==> src/rtl/irq_map_pkg.sv <==
package irq_map_pkg;
  localparam int NUM_RANGES = 4;
  localparam int FIELD_W    = 16;
  localparam int SUM_W      = FIELD_W + $clog2(NUM_RANGES);
  localparam int LIM_W      = NUM_RANGES * FIELD_W;
  localparam int IDX_W      = $clog2(NUM_RANGES);
  localparam int BE_W       = LIM_W / 8;

  typedef logic [FIELD_W-1:0] field_t;
  typedef logic [NUM_RANGES-1:0][FIELD_W-1:0] field_arr_t;
endpackage

==> src/rtl/irq_limit_regs.sv <==
module irq_limit_regs
  import irq_map_pkg::*;
#(
  parameter logic [FIELD_W-1:0] MAX_RANGE = 16'h0800
) (
  input  logic             clk_i,
  input  logic             rst_ni,
  input  logic             lim_we_i,
  input  logic [BE_W-1:0]  lim_be_i,
  input  logic [LIM_W-1:0] lim_wdata_i,
  input  logic             ofs_we_i,
  input  logic [IDX_W-1:0] ofs_idx_i,
  input  field_t           ofs_wdata_i,
  output field_arr_t       size_o,
  output field_arr_t       base_o,
  output logic [LIM_W-1:0] limit_rd_o
);
  field_arr_t size_q, base_q;
  field_arr_t size_d;
  logic       full_wr;

  assign full_wr = lim_we_i && (lim_be_i == {BE_W{1'b1}});

  for (genvar k = 0; k < NUM_RANGES; k++) begin : g_field
    field_t wr_field;
    // range 0 sits in the most significant field
    assign wr_field  = lim_wdata_i[LIM_W-1-k*FIELD_W -: FIELD_W];
    assign size_d[k] = (wr_field > MAX_RANGE) ? MAX_RANGE : wr_field;
    assign limit_rd_o[LIM_W-1-k*FIELD_W -: FIELD_W] = size_q[k];
  end

  always_ff @(posedge clk_i or negedge rst_ni) begin
    if (!rst_ni) begin
      size_q    <= '0;
      size_q[0] <= field_t'(1);
      base_q    <= '0;
    end else begin
      if (full_wr) size_q <= size_d;
      if (ofs_we_i) base_q[ofs_idx_i] <= ofs_wdata_i;
    end
  end

  assign size_o = size_q;
  assign base_o = base_q;

  AST_PARTIAL_HOLD: assert property (@(posedge clk_i) disable iff (!rst_ni)
    (lim_we_i && lim_be_i != {BE_W{1'b1}}) |=> $stable(limit_rd_o));
  AST_SIZE_CAP: assert property (@(posedge clk_i) disable iff (!rst_ni)
    (size_q[0] <= MAX_RANGE) && (size_q[1] <= MAX_RANGE) &&
    (size_q[2] <= MAX_RANGE) && (size_q[3] <= MAX_RANGE));
endmodule

==> src/rtl/irq_range_decode.sv <==
module irq_range_decode
  import irq_map_pkg::*;
(
  input  field_arr_t size_i,
  input  field_arr_t base_i,
  input  field_t     src_i,
  output logic       hit_o,
  output field_t     vec_o
);
  logic [SUM_W-1:0]      lo [NUM_RANGES+1];
  logic [NUM_RANGES-1:0] hit;
  field_t                cand [NUM_RANGES];
  logic [SUM_W-1:0]      src_ext;

  assign src_ext = SUM_W'(src_i);
  assign lo[0]   = '0;

  for (genvar k = 0; k < NUM_RANGES; k++) begin : g_rng
    logic [SUM_W-1:0] rel;
    logic             in_win;
    assign lo[k+1] = lo[k] + SUM_W'(size_i[k]);
    assign in_win  = (size_i[k] != '0) && (src_ext >= lo[k]) && (src_ext < lo[k+1]);
    if (k == 0) begin : g_first
      // source 0 is reserved for fault interrupts
      assign hit[k] = in_win && (src_i != '0);
    end else begin : g_rest
      assign hit[k] = in_win;
    end
    assign rel     = src_ext - lo[k];
    assign cand[k] = base_i[k] + rel[FIELD_W-1:0];
  end

  always_comb begin
    hit_o = 1'b0;
    vec_o = '0;
    for (int k = NUM_RANGES - 1; k >= 0; k--) begin
      if (hit[k]) begin
        hit_o = 1'b1;
        vec_o = cand[k];
      end
    end
  end
endmodule

==> src/rtl/irq_range_map.sv <==
module irq_range_map
  import irq_map_pkg::*;
#(
  parameter logic [FIELD_W-1:0] MAX_RANGE = 16'h0800
) (
  input  logic             clk_i,
  input  logic             rst_ni,
  input  logic             lim_we_i,
  input  logic [BE_W-1:0]  lim_be_i,
  input  logic [LIM_W-1:0] lim_wdata_i,
  output logic [LIM_W-1:0] limit_rd_o,
  input  logic             ofs_we_i,
  input  logic [IDX_W-1:0] ofs_idx_i,
  input  logic [FIELD_W-1:0] ofs_wdata_i,
  input  logic [FIELD_W-1:0] err_vec_i,
  input  logic             src_valid_i,
  input  logic [FIELD_W-1:0] src_num_i,
  input  logic             fault_req_i,
  input  logic             err_req_i,
  output logic             vec_valid_o,
  output logic [FIELD_W-1:0] vec_o,
  output logic             drop_o
);
  field_arr_t size, base;
  logic       dec_hit;
  field_t     dec_vec;

  irq_limit_regs #(.MAX_RANGE(MAX_RANGE)) u_regs (
    .clk_i       (clk_i),
    .rst_ni      (rst_ni),
    .lim_we_i    (lim_we_i),
    .lim_be_i    (lim_be_i),
    .lim_wdata_i (lim_wdata_i),
    .ofs_we_i    (ofs_we_i),
    .ofs_idx_i   (ofs_idx_i),
    .ofs_wdata_i (ofs_wdata_i),
    .size_o      (size),
    .base_o      (base),
    .limit_rd_o  (limit_rd_o)
  );

  irq_range_decode u_dec (
    .size_i (size),
    .base_i (base),
    .src_i  (src_num_i),
    .hit_o  (dec_hit),
    .vec_o  (dec_vec)
  );

  always_ff @(posedge clk_i or negedge rst_ni) begin
    if (!rst_ni) begin
      vec_valid_o <= 1'b0;
      drop_o      <= 1'b0;
      vec_o       <= '0;
    end else begin
      vec_valid_o <= 1'b0;
      drop_o      <= 1'b0;
      if (err_req_i) begin
        vec_valid_o <= 1'b1;
        vec_o       <= err_vec_i;
      end else if (fault_req_i) begin
        vec_valid_o <= 1'b1;
        vec_o       <= base[0];
      end else if (src_valid_i) begin
        if (dec_hit) begin
          vec_valid_o <= 1'b1;
          vec_o       <= dec_vec;
        end else begin
          drop_o <= 1'b1;
        end
      end
    end
  end

  AST_ERR_VEC: assert property (@(posedge clk_i) disable iff (!rst_ni)
    err_req_i |=> (vec_valid_o && vec_o == $past(err_vec_i)));
  AST_FAULT_VEC: assert property (@(posedge clk_i) disable iff (!rst_ni)
    (fault_req_i && !err_req_i) |=> (vec_valid_o && vec_o == $past(base[0])));
  AST_IDLE_QUIET: assert property (@(posedge clk_i) disable iff (!rst_ni)
    !(err_req_i || fault_req_i || src_valid_i) |=> (!vec_valid_o && !drop_o));
  AST_NO_BOTH: assert property (@(posedge clk_i) disable iff (!rst_ni)
    !(vec_valid_o && drop_o));
  AST_DROP_SRC: assert property (@(posedge clk_i) disable iff (!rst_ni)
    drop_o |-> $past(src_valid_i && !err_req_i && !fault_req_i));
endmodule

==> config.mk <==
export PLATFORM = sky130hd
export DESIGN_NAME = irq_range_map
export DESIGN_NICKNAME = d
export VERILOG_FILES = /design/src/rtl/irq_map_pkg.sv /design/src/rtl/irq_limit_regs.sv /design/src/rtl/irq_range_decode.sv /design/src/rtl/irq_range_map.sv
export SDC_FILE = /design/constraint.sdc
export NUM_CORES = 1
export LEC_CHECK = 0
export BUFFER_PORTS_ARGS = -buffer_cell sky130_fd_sc_hd__clkbuf_2
export CORE_ASPECT_RATIO = 1.5
export CORE_MARGIN = 2
export CORE_UTILIZATION = 50
export CTS_CLUSTER_SIZE = 16
export DETAILED_ROUTE_END_ITERATION = 10
export GPL_ROUTABILITY_DRIVEN = 0
export PLACE_DENSITY_LB_ADDON = 0.2
export SYNTH_ARGS = -nofsm -noshare
export SYNTH_HDL_FRONTEND = slang
export SYNTH_HIERARCHICAL = 1
export SYNTH_SLANG_ARGS = --single-unit
==> constraint.sdc <==
create_clock -name clk_i -period 12.75 [get_ports clk_i]
set_input_delay 3.1875 -clock clk_i [delete_from_list [all_inputs] [get_ports clk_i]]
set_output_delay 3.1875 -clock clk_i [all_outputs]
set_load 0.02 [all_outputs]
## Word level (Yosys, flattened, before mapping)

Cells that the tools add are included.
W data, S select, Z words.

- Flip-flop bits (word level): 146
- Latch bits: 0
- RAM bits: 0
- ROM bits: 0
- Input port bits: 129
- Output and inout bits: 82
- Logic and storage cells: 82
- Memories kept: 0

- Add/subtract/negate cells: 10
- Multiply operators: 0
- Divide/modulo/power cells: 0
- Order comparisons: 14
- Equal/unequal tests: 1
- Shift-type cells: 0
- Multiplexer cells: 27
- Bitwise gates (word level): 0
- Reduce and logical (&&, ||, !) cells: 19

Operators with widths:

| kind | count |
|---|---|
| $mux W16 | 13 |
| $reduce_bool A16 Y1 | 5 |
| $add A16 B16 Y16 | 4 |
| $bwmux W64 | 1 |
| $gt A16 B12 Y1 const B | 4 |
| $sub A16 B16 Y16 | 3 |
| $lt A16 B18 Y1 | 2 |
| $demux W16 S2 | 1 |
| $add A17 B16 Y18 | 1 |
| $add A18 B16 Y18 | 1 |
| $ge A16 B18 Y1 | 1 |
| $add A16 B16 Y17 | 1 |
| $ge A16 B17 Y1 | 1 |
| $lt A16 B17 Y1 | 1 |
| $ge A16 B1 Y1 const B | 1 |
| $ge A16 B16 Y1 | 1 |
| $lt A16 B16 Y1 | 1 |
| $mux W1 | 12 |
| $logic_and A1 B1 Y1 | 11 |
| $eq A8 B8 Y1 const B | 1 |
| $reduce_bool A3 Y1 | 2 |
| $lt A2 B3 Y1 const B | 1 |
| $ge A2 B1 Y1 const B | 1 |
| $reduce_and A2 Y1 | 1 |

## Logic depth before layout (Yosys ltp)

Gate-level depths: netlist (run 1).

- Depth after elaboration: 13
- Gate-level depth with buffers: 35
- Gate-level depth less buffers: 33

## Modules after synthesis

The synthesis (run 1) kept the hierarchy.

By module, submodules not included:

| module | instances | cells each | area each (µm²) | seq. area each (µm²) |
|---|---|---|---|---|
| irq_range_decode | 1 | 1,014 | 8,114.0 | 0.0 |
| irq_limit_regs | 1 | 466 | 5,745.5 | 3,204.3 |
| irq_range_map | 1 | 92 | 1,092.3 | 450.4 |

## Worst setup path after synthesis (run 1)

Ideal clock, no wire load.

- Kind: flip-flop to flip-flop
- From: reg u_regs.size_q (netlist bit u_regs/limit_rd_o[51])
- To: reg vec_o[10]
- Setup time: 0.122 ns
- Arrival: 6.662 ns
- Required time: 12.628 ns
- Path slack: 5.966 ns
- Cell stages (with the launch flop): 33
- Buffers on the path: 2
- Clock period less this slack: 6.784 ns
- Cells stage by stage: dfrtp_1 buf_4 ha_1 a21o_1 a21oi_2 o21ai_0 a21o_1 a21o_1 xor2_1 ha_1 or3_1 o22a_1 a21o_1 a21o_1 xor2_1 ha_1 a21o_1 nor3_1 o21ai_0 a31o_2 a21oi_1 xor2_1 ha_1 nand4_1 a211oi_1 o21ai_0 o31a_1 nor4_2 nor2_1 or3_1 a211oi_4 buf_6 o21ai_1

- Elaborated cells between the ends (all ways): 40
- Classes of those cells: 9 x add/sub; 7 x order compare; 12 x mux; 12 x reduce/logical

RTL lines:

| element | RTL line | source |
|---|---|---|
| start: declaration | irq_limit_regs.sv:18 | `field_arr_t size_q, base_q;` |
| start signal: assignment | irq_limit_regs.sv:38 | `if (full_wr) size_q <= size_d;` |
| $add A16 B16 Y17 | irq_range_decode.sv:21 | `assign lo[k+1] = lo[k] + SUM_W'(size_i[k]);` |
| $add A17 B16 Y18 | irq_range_decode.sv:21 |  |
| $add A18 B16 Y18 or $ge A16 B18 Y1 (tied branches) | irq_range_decode.sv:21, irq_range_decode.sv:22 |  |
| $lt A16 B18 Y1 or $logic_and A1 B1 Y1 (tied branches) | irq_range_decode.sv:22 | `assign in_win = (size_i[k] != '0) && (src_ext >= lo[k]) && (src_ext < lo[k+1]);` |
| $logic_and A1 B1 Y1 | irq_range_decode.sv:22 |  |
| $mux W1 (3 in a row) | irq_range_decode.sv:37 | `if (hit[k]) begin` |
| $mux W1 * | irq_range_decode.sv:37 |  |
| via dec_hit | irq_range_map.sv:25 | `logic dec_hit;` |
| $reduce_bool A3 Y1 (no source line) * | - |  |
| $reduce_and A2 Y1 (no source line) * | - |  |
| end signal: assignment | irq_range_map.sv:60 | `vec_o <= err_vec_i;` |
| end signal: assignment | irq_range_map.sv:63 | `vec_o <= base[0];` |
| end signal: assignment | irq_range_map.sv:67 | `vec_o <= dec_vec;` |
| end: declaration | irq_range_map.sv:21 | `output logic [FIELD_W-1:0] vec_o,` |

Mark *: on every way through the listed nets, which the timed path passes. The rest lies on a longest branch. The select of a mux whose other input is x is not followed.
A chain may end at the register's enable or synchronous reset.

## Worst setup path in the final report (run 1)

- From: reg u_regs.size_q (netlist bit u_regs/limit_rd_o[32])
- To: reg vec_o[2]

- Elaborated cells between the ends (all ways): 33
- Classes of those cells: 7 x add/sub; 5 x order compare; 12 x mux; 9 x reduce/logical

RTL lines:

| element | RTL line |
|---|---|
| $add A16 B16 Y17 | irq_range_decode.sv:21 |
| $add A17 B16 Y18 | irq_range_decode.sv:21 |
| $add A18 B16 Y18 or $ge A16 B18 Y1 (tied branches) | irq_range_decode.sv:21, irq_range_decode.sv:22 |
| $lt A16 B18 Y1 or $logic_and A1 B1 Y1 (tied branches) | irq_range_decode.sv:22 |
| $logic_and A1 B1 Y1 | irq_range_decode.sv:22 |
| $mux W1 (2 in a row) | irq_range_decode.sv:37 |
| $mux W1 * (2 in a row) | irq_range_decode.sv:37 |
| via dec_hit | irq_range_map.sv:25 |
| $reduce_bool A3 Y1 (no source line) * | - |
| $reduce_and A2 Y1 (no source line) * | - |

Marked as above.

==> run summary, run 1 <==
The max-capacitance violation count came out at 0. Across every metal layer, demand over resource in global routing totals 0.281. The worst max-slew margin expressed relative to the limit came out at 0.235. In the synthesized netlist the dominant register cell turns out to be sky130_fd_sc_hd__dfrtp_1. The data arrival time at the worst-slack endpoint came out at 7.92 ns. The count of input and output buffers came out at 210. The total I/O pin count came out at 211. The buffer levels on the longest clock path is 2. The number of vias in the routed layout came out at 12500. The final hold violation count came out at 0. The number of optimization iterations in the first detailed-route pass is 5. The number of nets handed over by synthesis was 1927. Of the total synthesized cell area, the portion taken by XOR and XNOR cells is 0.0581. The share of layout cells above drive strength 1 is 0.208.

Clock latency on the worst-skew pair, taken at its later pin, is 0.45 ns. Summed over all layers, the global routing overflow is 0. Of the total power, registers draw 0.296.

Summed over all cells, the static leakage comes to 0.00803 µW. The wire length per cell after detailed routing is 20.7 µm. The number of distinct library cell variants in the gate-level netlist after synthesis is 95.

The sum of negative setup slack is 0 ns. The final setup violation count came out at 0. The instance count of the mapped netlist came out at 1572. The critical path endpoint category is a flip-flop.

Of the post-synthesis cell area, the dominant cell type holds 0.243. sky130_fd_sc_hd__inv_1 is the most common cell in the netlist. The power density over the cells is 113 mW/mm². The path type of the worst min-delay path is reg -> reg. The dominant combinational cell family by area after synthesis is adder cells. The horizontal die dimension is 145 µm. The largest individual stage delay along the critical path comes from the cell sky130_fd_sc_hd__or3_1. The first global-routing pass estimated 68600 µm of wire. Clock tree synthesis inserted a total of 17 buffers. The ratio of final minimum period to clock period is 0.597. The share of synthesized cell area in full adder, half adder and majority cells came out at 0.214. The CTS tree is built.

The floorplan has 77 rows. From synthesis to final layout, the design area changed by 10.4%. By startpoint and endpoint, the worst setup path is classified as reg -> reg.

The run finished with clean final reports. The number of max-slew violations in the final report came out at 0. For the pin with the worst max-slew slack, the measured transition is 1.14 ns. The sequential share of the synthesized area is 0.244.

The vias per cell is 5.94. The H-tree was split into 4 levels. The number of nets in the final layout is 2059. The core region is 0.0295 mm². The cell area that synthesis handed to floorplanning was 0.0150 mm². The number of enable-type register cells in the synthesized netlist came out at 0. The number of antenna diodes in the final layout is 0.

The die height is 216 µm. The highest attainable clock frequency is 131 MHz. The switching power is 659 µW. For this run, the slowest stage of the critical path takes 0.47 ns. The wire-length estimate of the detail-placed layout is 35500 µm. In this run the clock root is driven by a sky130_fd_sc_hd__clkbuf_16. Clock-pin slew was measured on the worst setup and hold paths at 0.06 ns.

The starting DRC count in detailed routing came out at 664. Of the total power, combinational logic draws 0.407. The final design utilization came out at 0.560. The number of synthesized register bits came out at 146. By area the synthesized netlist is led by sky130_fd_sc_hd__dfrtp_1 24%, sky130_fd_sc_hd__ha_1 15%, sky130_fd_sc_hd__fa_1 6.6%. After clock tree synthesis, the setup repair step added 0 buffers. The highest net fanout along the worst path is 33. The synthesis warning total is 6.

The internal power came out at 1210 µW. The number of remaining DRC errors is 0. Setup repair after global routing left no endpoint under its margin. The peak supply drop came out at 0.0947 mV. CTS saw 146 sinks.

Buffers inserted to repair hold after CTS numbered 0. The post-CTS resize count is 0. The switching share of total power is 0.353. The starting density of the core came out at 0.507.

The total wire length is 43800 µm. The die covers 0.0313 mm². STA puts the critical path data required time at 13.06 ns. Counting instances in the post-synthesis netlist gives the leading cell types as 181 x sky130_fd_sc_hd__inv_1, 177 x sky130_fd_sc_hd__ha_1, 145 x sky130_fd_sc_hd__dfrtp_1. Subtracting the final worst setup slack from the clock period gives 7.61 ns.

The multiplexer share of the synthesized area is 0.0779. On the final layout, the worst clock skew is 0.00918 ns. The largest total area in the synthesized netlist belongs to sky130_fd_sc_hd__dfrtp_1. The via count of the first global-routing pass came out at 13000. The post-route antenna net violation count came out at 0. The area fraction in and, or, nand and nor cells after synthesis is 0.116. The initial antenna violation count is 0.

The share of power burned in the clock network came out at 0.298. In this run the mean area of a mapped cell was 9.51 µm². The async set-reset flop share out of synthesis came out at 1.00. The startpoint type of the worst setup path is a flip-flop. The post-synthesis compound-gate area fraction came out at 0.197. The pin count of the biggest net entering global routing is 76.
-- state kept, by name, indices dropped and copies added (netlist names) --
signal	flops
u_regs/base_o	64
u_regs/limit_rd_o	64
vec_o	16
drop_o	1
vec_valid_o	1
-- critical path, delay by kind of cell (launching register included) --
kind,cells,cell delay [ns]
buffers and inverters,1,0.35
XOR/XNOR,3,0.57
flip-flops,1,0.43
AND/OR/NAND/NOR,5,1.24
adder cells (fa/ha/maj),5,1.64
AO/OA/AOI/OAI,16,3.23
-- stage by stage --
step           setup slack (ns)  hold slack (ns)  area, µm²  power [µW]  instances
6_report                   5.14            0.474      16500        1870       2112
5_1_grt                    4.71            0.495      16500        1990       2112
4_1_cts                    5.16            0.481      16500        1870       2112
3_5_place_dp               5.17            0.466      15900        1310       2080
3_3_place_gp               5.33            0.460      15900        1290       2080
2_1_floorplan              5.97            0.464      15000        1110       1572
-- path summary, 6_finish.rpt --
check	start	cells after the start	to	slack, ns
hold / removal	vec_o[7]$_DFFE_PN0P_	2	vec_o[7]$_DFFE_PN0P_	0.47
hold reg to reg	vec_o[7]$_DFFE_PN0P_	2	vec_o[7]$_DFFE_PN0P_	0.47
setup reg to reg	u_regs/limit_rd_o[32]$_DFFE_PN0P_	30	vec_o[2]$_DFFE_PN0P_	5.14
min in group asynchronous	rst_ni	1	u_regs/limit_rd_o[42]$_DFFE_PN0P_	2.73
max in group asynchronous	rst_ni	2	vec_o[15]$_DFFE_PN0P_	8.59
setup / recovery	u_regs/limit_rd_o[32]$_DFFE_PN0P_	30	vec_o[2]$_DFFE_PN0P_	5.14
-- cell families after synthesis --
group,Yosys count
multiplexers,103
flip-flops,146
buffers and inverters,286
XOR/XNOR,96
adder cells (fa/ha/maj),226
AO/OA/AOI/OAI,401
AND/OR/NAND/NOR,314
-- power groups by stage --
stage,clock [µW],sequential [µW],combinational (µW)
2_1_floorplan,0,562,552
3_3_place_gp,0,559,729
3_5_place_dp,0,561,746
4_1_cts,566,553,752
5_1_grt,587,560,839
6_report,556,552,759
-- layout make-up --
type / count / area, µm²
multi-input combinational: 1140 / 9920
fill: 2714 / 13000
tap: 395 / 494
clock inverter: 9 / 150
clock buffer: 23 / 498
sequential: 146 / 3650
inverter: 181 / 679
timing repair buffer: 218 / 1120
-- routing by layer --
metal,part of all wire,vias up,global-route usage,wire length (µm)
met3,0.043,106,0.0419,1900
met4,0.056,0,0.160,2430
li1,-,5895,-,-
met1,0.39,6109,0.306,16900
met5,0,-,0,0
met2,0.52,427,0.519,22600
-- cells in the final DEF, fill, tap and decap left out, drive strengths merged, types with 18 or more instances in the layout --
master	Yosys	layout
xnor2	56	56
nor3	28	28
mux2	80	80
nor2	58	58
o21a	18	18
a21oi	73	73
o21ai	67	67
xor2	38	38
fa	49	49
mux2i	23	23
nor2b	33	33
dfrtp	145	145
ha	177	177
clkbuf	21	232
a21o	42	42
nand4	18	18
nor4	35	35
o31ai	65	65
nand3	21	21
inv	181	181
nand2	62	62
(Power assumes the default switching activity.)
==> inputs of run 2 (changes only) <==
--- a/config.mk
+++ b/config.mk
@@ -5,6 +5,7 @@
 export SDC_FILE = /design/constraint.sdc
 export NUM_CORES = 1
 export LEC_CHECK = 0
+export ABC_AREA = 1
 export BUFFER_PORTS_ARGS = -buffer_cell sky130_fd_sc_hd__clkbuf_2
 export CORE_ASPECT_RATIO = 1.5
 export CORE_MARGIN = 2
==> constraint.sdc (replaced) <==
create_clock -name clk_i -period 6.9 [get_ports clk_i]
set_input_delay 1.725 -clock clk_i [delete_from_list [all_inputs] [get_ports clk_i]]
set_output_delay 1.725 -clock clk_i [all_outputs]
set_load 0.02 [all_outputs]
==> run summary, run 2 <==
The startpoint identified for the worst register-to-register timing path is u_regs/limit_rd_o[48]$_DFFE_PN1P_. The Yosys step of the flow raised 6 warnings. The routing usage on met1 came out at 0.345. The number of optimization iterations in the first detailed-route pass is 8. The min-delay analysis places its worst path in the category reg -> reg. The instance count of the mapped netlist is 2147. The wire length of the first global-routing pass came out at 74400 µm.

In the layout the commonest cells are 591 x sky130_fd_sc_hd__nand2_1, 304 x sky130_fd_sc_hd__inv_1, 209 x sky130_fd_sc_hd__clkbuf_2, 177 x sky130_fd_sc_hd__ha_1, 147 x sky130_fd_sc_hd__nor2_1. The share of Yosys cell area claimed by the top area cell type is 0.236. The total wire length is 47700 µm. TritonCTS built the clock tree. Clock tree synthesis inserted a total of 17 buffers.

The final standard cell count with taps included and fillers excluded came out at 2684. The fraction of met3 tracks used by global routing is 0.0430. The worst setup path is captured at a flip-flop. The number of antenna cells inserted came out at 0. In the routed design, unresolved DRC markers number 0. The run finished with clean final reports. The total I/O pin count is 211. The most repeated library cell on the critical path is sky130_fd_sc_hd__nand2_1.

The CTS H-tree depth is 4. Detailed placement finished with a half-perimeter wire length of 38300 µm. sky130_fd_sc_hd__dfrtp_1 takes more of the synthesized area than any other cell. For this run, global-route usage on met2 was measured as 0.517. The reg-to-reg setup timing slack came out at 0.58 ns. The quantity of hold-fixing buffers added after cts came out at 0.

The critical path startpoint is u_regs/limit_rd_o[48]$_DFFE_PN1P_. The clock-pin transition on the worst setup and hold timing paths is 0.07 ns. Setup repair after global routing left no endpoint under its margin. The pre-CTS setup slack came out at 0.580 ns. The number of buffers added for setup after CTS came out at 0.

The starting DRC count in detailed routing came out at 884. In the finished design, the share of the clock period the worst path needs comes to 0.917. The total routing usage reported by global routing is 0.300. Power spread over the standard cell area amounts to 193 mW/mm². The initial antenna violation count came out at 0.

The area added between synthesis and finish came out at 9.32%. For the worst setup path, the data arrival time is 6.66 ns. The worst hold path was traced through 2 stages. From left edge to right edge, the die measures 147 µm. In the final layout, the share of cells above drive strength 1 is 0.131.

The via count of the first global-routing pass came out at 14000. Port buffering added 210 buffers. Counting flops and latches in the post-synthesis netlist gives 146. The highest net fanout along the worst path came out at 6. For this run the aggregate overflow at the end of global routing stands at 0. The worst setup path is launched from a flip-flop. Leaving out fill and tap cells, the most frequent cell in the layout is sky130_fd_sc_hd__nand2_1. The worst setup skew after layout came out at 0.00951 ns. The tree is rooted in a sky130_fd_sc_hd__clkbuf_16. The endpoint of the most critical register-to-register path is vec_o[2]$_DFFE_PN0P_. By instance count, the leading cell after synthesis is sky130_fd_sc_hd__nand2_1. The filler cells instantiated in the layout total 2983. Counting instances in the post-synthesis netlist gives the leading cell types as 591 x sky130_fd_sc_hd__nand2_1, 304 x sky130_fd_sc_hd__inv_1, 177 x sky130_fd_sc_hd__ha_1. The sum of negative setup slack is 0 ns.

The die covers 0.0321 mm². The highest attainable clock frequency is 158 MHz. The clock net sink count is 146. The final setup violation count came out at 0. The net count after synthesis is 2502. The number of max-slew violations in the final report came out at 0.

After detailed routing, the average wire length per cell comes to 17.8 µm. The pin count of the biggest net entering global routing is 109. The net count of the finished layout is 2626.

The async set-reset flop share out of synthesis came out at 1.00. Dividing the detail-routed via count by the number of cells gives 5.38. Once detail routing completed, the nets flagged for antenna violations numbered 0. The total power came out at 3230 µW. The slowest stage of the critical path belongs to the cell sky130_fd_sc_hd__fa_1. The region available for standard cell placement spans 0.0303 mm².

In the final layout, the multi-input gates occupy 0.00975 mm². The final critical delay including setup and external delays came out at 6.32 ns. After global routing, the most crowded layer is met2.

The starting density of the core came out at 0.507. On the worst path, the slowest cell contributes a delay of 0.41 ns. The critical path required time is 7.24 ns. The sequential share of the synthesized area came out at 0.238. The critical path in this run is classified as reg -> reg. The buffer levels on the longest clock path is 2. The sequential cell area is 0.00365 mm². The worst max-slew margin expressed relative to the limit is 0.170. The most used flip-flop cell after synthesis is sky130_fd_sc_hd__dfrtp_1. The transition time of the tightest slew-check pin came out at 1.24 ns. The max-capacitance violation count came out at 0.

The number of distinct library cell variants in the gate-level netlist after synthesis is 53. The number of instances in the placed design came out at 2652. The number of cells on the worst reg-to-reg path is 41. Yosys mapped a number of flops with a built-in enable equal to 0.

The peak supply drop came out at 0.176 mV. The number of vias in the routed layout is 14400. Averaged over all synthesized cells, the footprint is 7.15 µm². For the worst-skew pair, the clock arrives at the later sink with an insertion delay of 0.45 ns. The final hold violation count came to 0.

The combined area of all synthesized cells is 0.0153 mm². The startpoint identified for the worst hold timing path is vec_o[15]$_DFFE_PN0P_. The post-CTS resize count is 0. The die height is 219 µm. Sorting the synthesized cells by area gives the leading types as sky130_fd_sc_hd__dfrtp_1 24%, sky130_fd_sc_hd__nand2_1 14%, sky130_fd_sc_hd__ha_1 14%. After floorplanning, the core was divided into 78 placement rows. The path with the worst hold slack has its endpoint at vec_o[15]$_DFFE_PN0P_. The worst setup margin is 0.575 ns.

The final design utilization is 0.555. The cell leakage power came out at 0.00939 µW.
## run 2: cell count changes after synthesis, moves of 29 or more
cell / before / now
sky130_fd_sc_hd__a21o_1: 42 / 13
sky130_fd_sc_hd__mux2_2: 42 / 0
sky130_fd_sc_hd__o31ai_1: 65 / 3
sky130_fd_sc_hd__inv_1: 181 / 304
sky130_fd_sc_hd__xnor2_1: 56 / 26
sky130_fd_sc_hd__nand2_1: 61 / 591
sky130_fd_sc_hd__nand3_1: 18 / 113
sky130_fd_sc_hd__o21ai_0: 51 / 110
sky130_fd_sc_hd__mux2_1: 29 / 0
sky130_fd_sc_hd__nor2_1: 58 / 148
sky130_fd_sc_hd__nor2b_1: 32 / 0
sky130_fd_sc_hd__a21oi_1: 70 / 119
## run 2: per-layer routing
layer | routed length, µm | up-vias
met1 | 18500 | 6614
met4 | 3540 | 0
met5 | 0 | -
met3 | 2840 | 175
met2 | 22900 | 573
li1 | - | 7076
## run 2: cell families after synthesis
| family | after synthesis | share of synthesized area |
|---|---|---|
| flip-flops | 146 | 0.238 |
| AND/OR/NAND/NOR | 958 | 0.266 |
| adder cells (fa/ha/maj) | 226 | 0.208 |
| buffers and inverters | 422 | 0.127 |
| AO/OA/AOI/OAI | 306 | 0.110 |
| XOR/XNOR | 89 | 0.0508 |
## run 2: layout make-up
| type | count | share of cell area |
|---|---|---|
| Multi-Input combinational cell | 1579 | 0.581 |
| Sequential cell | 146 | 0.218 |
| Inverter | 312 | 0.0700 |
| Timing Repair Buffer | 215 | 0.0653 |
| Tap cell | 400 | 0.0298 |
| Clock buffer | 19 | 0.0270 |
| Clock inverter | 13 | 0.00888 |
## run 2: worst max-delay path by stage
stage	cells past startpoint	slack (ns)	to
floorplan	38	1.32	vec_o[0]$_DFFE_PN0P_
global placement	41	0.71	vec_o[2]$_DFFE_PN0P_
detailed placement	39	0.58	vec_o[13]$_DFFE_PN0P_
CTS	39	0.54	vec_o[2]$_DFFE_PN0P_
global route	40	0.04	vec_o[13]$_DFFE_PN0P_
finish	41	0.58	vec_o[2]$_DFFE_PN0P_
## run 2: report_power, final
part,internal (µW),total [µW],switching (µW)
clock network,557,970,413
logic,460,1270,807
registers,930,996,65.4
## run 2: per-stage QoR
step | cell area [µm²] | hold WS, ns
after floorplan | 15300 | 0.453
final | 16800 | 0.483
after detailed placement | 16200 | 0.468
after CTS | 16800 | 0.486
after global placement | 16200 | 0.464
after global routing | 16800 | 0.505
## run 2: critical path, delay by kind of cell (launching register included)
kind            cells  cell delay (ns)
simple gates       27             2.62
fa+ha+maj           5             1.70
compound gates      4             0.68
xor+xnor            3             0.67
flops               1             0.40
buf+inv             2             0.12
==> inputs of run 3 (changes only) <==
--- a/config.mk
+++ b/config.mk
@@ -10,6 +10,7 @@
 export CORE_ASPECT_RATIO = 1.5
 export CORE_MARGIN = 2
 export CORE_UTILIZATION = 50
+export CTS_BUF_LIST = sky130_fd_sc_hd__clkbuf_16
 export CTS_CLUSTER_SIZE = 16
 export DETAILED_ROUTE_END_ITERATION = 10
 export GPL_ROUTABILITY_DRIVEN = 0
==> run summary, run 3 (synthesis results as in run 2) <==
The total wire length is 47800 µm. The tree is rooted in a sky130_fd_sc_hd__clkbuf_16. The sequential cell area is 0.00365 mm². The pin count of the biggest net entering global routing is 109.

The transition time of the tightest slew-check pin is 1.25 ns. The initial antenna violation count is 0. STA classifies the critical path startpoint as a flip-flop. The cell that appears most often on the critical path is sky130_fd_sc_hd__nand2_1.

The met2 capacity usage during global routing came out at 0.517. The data arrival time at the worst-slack endpoint is 6.69 ns. The number of antenna cells inserted is 0. The clock-pin transition on the worst setup and hold timing paths is 0.07 ns. Timing would allow up to 157 MHz. Of the cells placed in the final design, the portion with a size suffix greater than 1 is 0.130.

TritonCTS built the clock tree. The wire length per cell after detailed routing is 17.8 µm. The sum of negative setup slack came out at 0 ns. The worst stage delay on the critical path is 0.48 ns.

The total buffers and inverters traversed by the critical path is 3. The HPWL after detailed placement is 38300 µm. On the final layout, the worst hold slack is 0.483 ns. In this run the standard cell core region covers 0.0303 mm².

The starting density of the core is 0.507. The die height came out at 219 µm. The buffer levels on the longest clock path is 2.

The min-delay analysis places its worst path in the category reg -> reg. In the final design database the tool counted 2626 nets. The total routing usage reported by global routing came out at 0.300. The final critical delay including setup and external delays is 6.36 ns. The final hold violation count is 0. The critical setup path kind is reg -> reg. For this run the aggregate overflow at the end of global routing stands at 0. The power density over the cells is 191 mW/mm².

For this design, the CTS-stage hold fixing added 0 buffers. The total I/O pin count is 211. In the finished design, the share of the clock period the worst path needs comes to 0.921. The worst setup skew after layout came out at 0.0107 ns. The max-capacitance violation count is 0. The run finished with clean final reports. The clock reaches the later pin of the worst-skew pair after 0.45 ns.

Broken down by cell family, the worst path's largest delay share belongs to simple AND/OR/NAND/NOR gates. Setup violations remaining at the end of the flow were counted as 0. Setup repair after global routing left no endpoint under its margin. The area of the die came out at 0.0321 mm². In this run, CTS created clock tree buffers numbering 17.

The routing usage on met1 is 0.345. In this run, the number of DRC markers left after iteration 0 of detailed routing was 833. The cell row count came out at 78. The wire length of the first global-routing pass came out at 74400 µm. Relative to the synthesized area, the layout overhead comes to 9.19%. The horizontal die dimension is 147 µm.

The routed layout has 14500 vias. The multi-input combinational cells in the finished layout cover a total of 0.00975 mm². The critical path required time is 7.24 ns. After filler insertion, the fill cell instance count of the layout stands at 2984. The vias per cell came out at 5.38. The clock net sink count came out at 146.

The via count of the first global-routing pass is 14000. The top cell types in the final layout, fill and taps aside, are 591 x sky130_fd_sc_hd__nand2_1, 304 x sky130_fd_sc_hd__inv_1, 209 x sky130_fd_sc_hd__clkbuf_2, 177 x sky130_fd_sc_hd__ha_1, 147 x sky130_fd_sc_hd__nor2_1. The cell leakage power is 0.00937 µW. The fraction of met3 tracks used by global routing is 0.0430. The number of optimization iterations in the first detailed-route pass is 6. The highest net fanout along the worst path came out at 6.

The highest-delay cell along the critical path is sky130_fd_sc_hd__dfrtp_1. In this run the remaining antenna-violating nets after routing total 0. Measured against its own limit, the worst slew margin works out to 0.164. The CTS H-tree depth came out at 4.

The count of input and output buffers came out at 210. The number of max-slew violations in the final report came to 0. The layer flagged by global routing as most heavily used is met2. The leading cell type in the layout, fill and taps excluded is sky130_fd_sc_hd__nand2_1. The peak supply drop came out at 0.174 mV. STA classifies the critical path endpoint as a flip-flop. In the routed design, unresolved DRC markers number 0.
run 3: cell types whose count changed in the layout (fill, tap and decap cells not counted), sizes merged:
cell and change:
clkbuf -2, clkinv +2
run 3: final cells by class:
cell class / count / area share
Sequential cell: 146 / 0.218
Clock buffer: 17 / 0.0254
Inverter: 312 / 0.0700
Timing Repair Buffer: 215 / 0.0653
Tap cell: 400 / 0.0299
Clock inverter: 15 / 0.00933
Multi-Input combinational cell: 1579 / 0.582
run 3: report_power, final:
group	switching (µW)	leakage [µW]	internal [µW]
Sequential	65.3	0.00191	930
Combinational	809	0.00719	460
Clock	409	0.000276	535
run 3: final timing paths:
| path | from | to | slack, ns | cells past startpoint |
|---|---|---|---|---|
| setup / recovery | u_regs/limit_rd_o[52]$_DFFE_PN0P_ | vec_o[2]$_DFFE_PN0P_ | 0.54 | 39 |
| hold / removal | vec_o[15]$_DFFE_PN0P_ | vec_o[15]$_DFFE_PN0P_ | 0.48 | 2 |
| setup reg to reg | u_regs/limit_rd_o[52]$_DFFE_PN0P_ | vec_o[2]$_DFFE_PN0P_ | 0.54 | 39 |
| hold reg to reg | vec_o[15]$_DFFE_PN0P_ | vec_o[15]$_DFFE_PN0P_ | 0.48 | 2 |
| max in group asynchronous | rst_ni | u_regs/limit_rd_o[29]$_DFFE_PN0P_ | 4.32 | 2 |
| min in group asynchronous | rst_ni | vec_o[3]$_DFFE_PN0P_ | 1.41 | 1 |
run 3: metrics by stage:
stage / setup slack, ns / power [µW] / util / cells / area, µm²
floorplan: 1.32 / 1860 / - / 2147 / 15300
global placement: 0.710 / 2230 / 0.535 / 2652 / 16200
detailed placement: 0.580 / 2250 / 0.535 / 2652 / 16200
CTS: 0.540 / 3200 / 0.554 / 2684 / 16800
global route: 0.0392 / 3410 / 0.554 / 2684 / 16800
finish: 0.543 / 3210 / 0.554 / 2684 / 16800
run 3: metal layers:
metal / vias up / part of all wire
met4: 0 / 0.074
met2: 583 / 0.48
met5: - / 0
met1: 6616 / 0.39
met3: 172 / 0.063
li1: 7082 / -
run 3: what timing repair did:
action / CTS / global route
buffers inserted: 0 / 0
endpoints found under the setup margin: 0 / 16
gates resized for setup: 0 / 1
run 3: tightest hold or removal path, delay by kind of cell (launching register included):
family | cells | cell delay [ns]
flops | 1 | 0.34
simple gates | 2 | 0.11
